--- src/rtl/irq_pkg.sv ---
package irq_pkg;
    localparam int NSRC  = 5;
    localparam int IDX_W = $clog2(NSRC);
    localparam int VEC_W = 8;

    typedef logic [NSRC-1:0]  src_vec_t;
    typedef logic [VEC_W-1:0] vec_addr_t;

    typedef struct packed {
        logic             hit;
        logic [IDX_W-1:0] idx;
    } pick_t;

    typedef struct packed {
        logic      take;
        vec_addr_t addr;
    } grant_t;

    function automatic vec_addr_t vec_of(input logic [IDX_W-1:0] idx);
        case (idx)
            3'd0:    return 8'h04;
            3'd1:    return 8'h08;
            3'd2:    return 8'h0C;
            3'd3:    return 8'h14;
            default: return 8'h18;
        endcase
    endfunction
endpackage

--- src/rtl/irq_flag_bank.sv ---
module irq_flag_bank
    import irq_pkg::*;
(
    input  logic     clk,
    input  logic     rst,
    input  src_vec_t set_pulse,
    input  logic     wr,
    input  src_vec_t wdata,
    input  logic     clr_en,
    input  src_vec_t clr_mask,
    output src_vec_t flags
);
    src_vec_t base;

    always_comb begin
        if (wr)          base = wdata;
        else if (clr_en) base = flags & ~clr_mask;
        else             base = flags;
    end

    always_ff @(posedge clk) begin
        if (rst) flags <= '0;
        else     flags <= base | set_pulse;
    end
endmodule

--- src/rtl/irq_prio_pick.sv ---
module irq_prio_pick
    import irq_pkg::*;
(
    input  src_vec_t pending,
    output pick_t    pick,
    output src_vec_t onehot
);
    always_comb begin
        pick = '0;
        for (int i = NSRC - 1; i >= 0; i--) begin
            if (pending[i]) begin
                pick.hit = 1'b1;
                pick.idx = IDX_W'(i);
            end
        end
    end

    genvar g;
    generate
        for (g = 0; g < NSRC; g++) begin : g_oh
            assign onehot[g] = pick.hit && (pick.idx == IDX_W'(g));
        end
    endgenerate
endmodule

--- src/rtl/irq_take_ctl.sv ---
module irq_take_ctl
    import irq_pkg::*;
(
    input  logic   clk,
    input  logic   rst,
    input  pick_t  pick,
    input  logic   strobe,
    input  logic   stack_full,
    input  logic   reti,
    input  logic   gie_wr,
    input  logic   gie_wdata,
    output logic   fire,
    output logic   gie,
    output grant_t grant
);
    assign fire = strobe && gie && !stack_full && pick.hit;

    always_ff @(posedge clk) begin
        if (rst) begin
            gie   <= 1'b0;
            grant <= '0;
        end else begin
            if (fire)        gie <= 1'b0;
            else if (reti)   gie <= 1'b1;
            else if (gie_wr) gie <= gie_wdata;
            grant.take <= fire;
            grant.addr <= fire ? vec_of(pick.idx) : '0;
        end
    end
endmodule

--- src/rtl/vec_irq_ctrl.sv ---
module vec_irq_ctrl
    import irq_pkg::*;
(
    input  logic       clk,
    input  logic       rst,
    input  logic [4:0] src_req,
    input  logic       flag_wr,
    input  logic [4:0] flag_wdata,
    input  logic       en_wr,
    input  logic [4:0] en_wdata,
    input  logic       gie_wr,
    input  logic       gie_wdata,
    input  logic       stack_full,
    input  logic       strobe,
    input  logic       ret_reti,
    output logic       take,
    output logic [7:0] vector
);
    src_vec_t flags_q, en_q, clr_oh;
    pick_t    pick;
    grant_t   grant;
    logic     fire, gie_q;

    always_ff @(posedge clk) begin
        if (rst)        en_q <= '0;
        else if (en_wr) en_q <= en_wdata;
    end

    irq_flag_bank u_flags (
        .clk(clk), .rst(rst), .set_pulse(src_req), .wr(flag_wr),
        .wdata(flag_wdata), .clr_en(fire), .clr_mask(clr_oh), .flags(flags_q)
    );

    irq_prio_pick u_pick (
        .pending(flags_q & en_q), .pick(pick), .onehot(clr_oh)
    );

    irq_take_ctl u_ctl (
        .clk(clk), .rst(rst), .pick(pick), .strobe(strobe),
        .stack_full(stack_full), .reti(ret_reti), .gie_wr(gie_wr),
        .gie_wdata(gie_wdata), .fire(fire), .gie(gie_q), .grant(grant)
    );

    assign take   = grant.take;
    assign vector = grant.addr;
endmodule

--- config.mk ---
export PLATFORM = sky130hd
export DESIGN_NAME = vec_irq_ctrl
export DESIGN_NICKNAME = d
export VERILOG_FILES = /design/src/rtl/irq_pkg.sv /design/src/rtl/irq_flag_bank.sv /design/src/rtl/irq_prio_pick.sv /design/src/rtl/irq_take_ctl.sv /design/src/rtl/vec_irq_ctrl.sv
export SDC_FILE = /design/constraint.sdc
export NUM_CORES = 1
export LEC_CHECK = 0
export ABC_CLOCK_PERIOD_IN_PS = 1850
export BUFFER_PORTS_ARGS = -buffer_cell sky130_fd_sc_hd__buf_2
export CORE_UTILIZATION = 47
export CTS_BUF_LIST = sky130_fd_sc_hd__clkbuf_4
export DETAILED_ROUTE_END_ITERATION = 10
export PLACE_DENSITY = 0.76
export SLEW_MARGIN = 30
export SYNTH_ARGS = -nofsm -noshare
export SYNTH_HDL_FRONTEND = slang
export SYNTH_HIERARCHICAL = 1
export SYNTH_SLANG_ARGS = --single-unit
--- constraint.sdc ---
create_clock -name clk -period 1.85 [get_ports clk]
set_clock_uncertainty 0.2 [all_clocks]
set_input_delay 0.37 -clock clk [delete_from_list [all_inputs] [get_ports clk]]
set_output_delay 0.37 -clock clk [all_outputs]
set_load 0.05 [all_outputs]
## Yosys cells after proc, flatten, opt, wreduce, memory -nomap -nowiden

Index checks and enable logic that the tools add are counted.

| operators by class | value |
|---|---|
| muxes and demuxes | 10 |
| equality and inequality tests | 4 |
| reduce and logical (&&, ||, !) cells | 13 |
| bitwise operators | 5 |

Operators with widths:

| cell | number |
|---|---|
| two-way mux 4 bit | 5 |
| one-hot mux 5 bit (4 select lines) | 1 |
| bitwise AND 5 bit | 2 |
| two-way mux 5 bit | 2 |
| logical AND 1 bit | 8 |
| equality test 3 x 2 -> 1 bit (second input constant) | 2 |
| NOT 5 bit | 1 |
| OR 5 bit | 1 |
| OR reduction 2 bit | 2 |
| equality test 3 x 1 -> 1 bit (second input constant) | 1 |
| equality test 3 bit (second input constant) | 1 |
| zero test 3 bit | 1 |
| two-way mux 1 bit | 2 |
| nonzero test 2 bit | 1 |
| zero test 1 bit | 1 |
| NOT 1 bit | 1 |

| word-level totals | value |
|---|---|
| register bits | 20 |
| word-level logic and storage cells | 37 |
| output and inout bits | 9 |

## Depth between registers and ports, before layout

| logic depth | value |
|---|---|
| word-level depth | 13 |
| gate-level depth with buffers | 8 |
| gate-level depth less buffers | 8 |

## Hierarchy

The synthesis kept the hierarchy.

By module, submodules not included:

| module | times used | sequential area each (um^2) | cells an instance | area an instance (um^2) |
|---|---|---|---|---|
| irq_take_ctl | 1 | 100.1 | 24 | 242.7 |
| irq_flag_bank | 1 | 100.1 | 26 | 211.5 |
| vec_irq_ctrl | 1 | 100.1 | 21 | 211.5 |
| irq_prio_pick | 1 | 0.0 | 13 | 68.8 |

## Worst setup path before layout

Ideal clock, no wire load.

| path | value |
|---|---|
| path kind | register to register |
| start point | reg u_flags.flags[0] |
| end point | reg u_flags.flags[2] |
| arrival time | 1206 ps |
| data required time | 1580 ps |
| library setup time | 70 ps |
| setup slack | 374 ps |
| clock period less this slack | 1476 ps |
| cell stages (with the launch flop) | 9 |
| cells stage by stage | dfxtp_1 -> and2_1 -> nor2_2 -> nand3b_1 -> nand4b_4 -> inv_1 -> nand2_1 -> nand3b_1 -> a21oi_1 |

RTL lines:

| what | RTL line | text |
|---|---|---|
| start: declaration | irq_flag_bank.sv:11 | `output src_vec_t flags` |
| start signal: assignment | irq_flag_bank.sv:23 | `else flags <= base \| set_pulse;` |

==> out/metrics.yaml <==
critical_path:
  rr_endpoint: "u_flags/flags[2]"
  cp_data_required_time_ns: 1.86
  worst_setup_path_end_kind: "flip-flop"
  crit_path_start_kind: "flip-flop"
  reg2regPathDepth: 8
  regToRegSetupSlack_ns: 0.18
  critPathMaxFanout: 6
  r2r_start: "u_flags/flags[0]"
  path_class: "flip-flop to flip-flop"
  arrival_ns: 1.69
pwr:
  seqPwrFrac_pct: 53.1
  p_per_area_mw_per_mm2: 750
  pwr-share-clk_pct: 30.4
  netSwitchingFraction_pct: 26.7
  internal_power_uw: 482
  pwr-share-comb_pct: 16.5
  netSwitchingPower_uw: 175
  vdd_ir_drop_max_mv: 0.428
  p_leak_uw: 0.000431
yosys:
  yosys_register_bits: 15
  postSynth.asyncResetShare_pct: 0
  ys_types: 21
  synth_edf_count: 0
  ys.flop_type: "dfxtp_1"
  synth_area_per_cell_um2: 8.74
  ys_seq_area_share_pct: 40.9
  synth_warnings: 6
  syn-cell-area_um2: 734
  synth_commonest_cells: "15 x dfxtp_1, 12 x a21oi_1, 8 x nor2_1"
  synth_top_cell_by_area: "dfxtp_1"
  yosysMostFrequentCell: "dfxtp_1"
  synth_cells: 84
  yosysTopAreaCellShare_pct: 40.9
  synth.area.top_cells: "dfxtp_1 41%, a21oi_1 8.2%, mux2i_1 8.2%, nand3b_1 6.1%, and2_1 5.1%"
floorplanning:
  core_area_mm2: 0.00138
  dieHeight_um: 41.5
  dieArea_mm2: 0.00172
  initial_utilization_pct: 53.1
  rows: 13
  ios: 33
  die_w_um: 41.5
clock_network:
  post_cts_resized: 0
  cts.reportedPaths.clkPinSlew_ns: 0.09
  clock-root-buffer: "clkbuf_4"
  cts_hold_buf: 0
  post_cts_buffers: 0
  numClockSinks: 15
  cts_tree: "built"
  cts_buffer_depth: 2
  cts_buffers: 3
  htree_num_levels: 1
  clk_latency_ns: 0.29
grt:
  antenna_found_initial: 0
  gr-total-overflow: 0
  grt.met3_usage_pct: 8.26
  grt_usage_pct: 18.3
  grt_pass1_vias: 568
  grt_busiest_layer: "met2"
  grt_pass1_wl_mm: 2.33
  grt_max_degree: 16
  grt_util_met2_pct: 29.4
  use_met1_pct: 19.3
sta:
  fmax_mhz: 597
  timing.final.max_slew_violations: 0
  setup_violations: 0
  whs_ns: 0.116
  setup_ws_ns: 0.175
  fin_tns_setup_ns: 0
  period_minus_slack_ns: 1.67
  rsz0062_at_grt: "no"
  finalHoldViolCount: 0
  finalCritPeriodShare_pct: 90.5
flow_run:
  max_cap_viol_count: 0
hold_path:
  min-delay-start: "en_wdata[4]"
  hold_path.class: "input port to flip-flop"
  hold_depth: 3
  whs_endpoint: "en_q[4]"
cells_and_area:
  syn_to_final_growth_pct: 19.3
  n_antenna_cell: 0
  fillers: 130
  fin_nets: 136
  drive_gt1_share_pct: 30.6
placed_design:
  io_buffers: 27
  post-place-ws_ns: 0.194
  detailed_place_hpwl_mm: 1.06
  routabilityCongestion: 0.732
detailed_routing:
  vias_per_cell: 5.00
  routedWlPerCell_um: 10.6
  firstDrtPassIters: 2
  drc: 0
  routed-via-count: 630
  drt-initial-drc-count: 2
  ant_nets: 0
  wirelength_mm: 1.33
status:
  status: "finished, final reports clean"
-- stage by stage --
stage / power, µW / instances / utilization, % / instance area [µm²]
5_1_grt: 693 / 126 / 63.3 / 876
6_report: 657 / 126 / 63.3 / 876
4_1_cts: 666 / 126 / 63.3 / 876
2_1_floorplan: 438 / 88 / - / 749
3_3_place_gp: 461 / 122 / 61.2 / 846
3_5_place_dp: 465 / 122 / 61.2 / 846
-- area by class of cell --
class                      instances  area, µm²  area share [%]
inverter                           5       18.8            2.14
multi-input combinational         60        373            42.6
clock buffer                       4       30.0            3.43
sequential                        15        300            34.3
tap                               15       18.8            2.14
timing repair buffer              27        135            15.4
-- power by group through the flow --
| stage | Sequential [µW] | Clock, µW | Combinational, µW |
|---|---|---|---|
| finish | 349 | 200 | 108 |
| global route | 351 | 222 | 120 |
| CTS | 349 | 208 | 109 |
| detailed placement | 356 | 0 | 109 |
| global placement | 355 | 0 | 106 |
| floorplan | 355 | 0 | 82.7 |
-- how the worst max path moves through the flow --
| stage | endpoint | depth (start not counted) | start |
|---|---|---|---|
| after floorplan | u_flags/flags[2] | 8 | u_flags/flags[0] |
| after global placement | u_flags/flags[1] | 8 | u_flags/flags[0] |
| after detailed placement | u_flags/flags[2] | 8 | u_flags/flags[2] |
| after CTS | u_flags/flags[2] | 8 | u_flags/flags[0] |
| after global routing | u_flags/flags[2] | 8 | u_flags/flags[2] |
| final | u_flags/flags[2] | 8 | u_flags/flags[0] |
-- routing by layer --
layer	vias up	share of wire (%)
met3	7	6.8
met1	267	43
met4	0	3.5
li1	329	-
met5	-	0
met2	27	47
-- cell usage in the layout, fill, tap and decap left out, drive strengths merged --
cell / count
nand3b: 6
buf: 27
and2: 6
nor2: 9
nand2: 5
dfxtp: 15
nand4b: 1
conb: 5
nor3: 3
a211oi: 2
and3: 2
inv: 5
xnor2: 1
clkbuf: 4
nand2b: 1
a21oi: 12
a2111oi: 1
mux2i: 6
-- worst max-delay path: stages (launching register included) --
cell	delay (ns)
dfxtp_1	0.32
and2_1	0.21
nor2_2	0.17
nand3b_1	0.13
nand4b_4	0.14
inv_1	0.12
nand2_1	0.09
nand3b_1	0.08
a21oi_1	0.14
-- registers in the layout, summed over array words and instances (netlist names) --
signal         flops
en_q               5
u_ctl/grant        4
u_flags/flags      5
u_ctl/gie          1
-- logic make-up (layout without fill, tap and decap cells) --
kind of cell              after synthesis  after routing  share of synthesized area, %
xor gates and xnor gates                1              1                          1.19
other                                   1              5                         0.511
AOI/OAI and AO/OA                      15             15                          12.3
DFF                                    15             15                          40.9
muxes                                   6              6                          8.18
buffers and inverters                  13             36                          10.4
and+or+nand+nor                        33             33                          26.6
No activity file was read; power rests on OpenSTA's default activity.
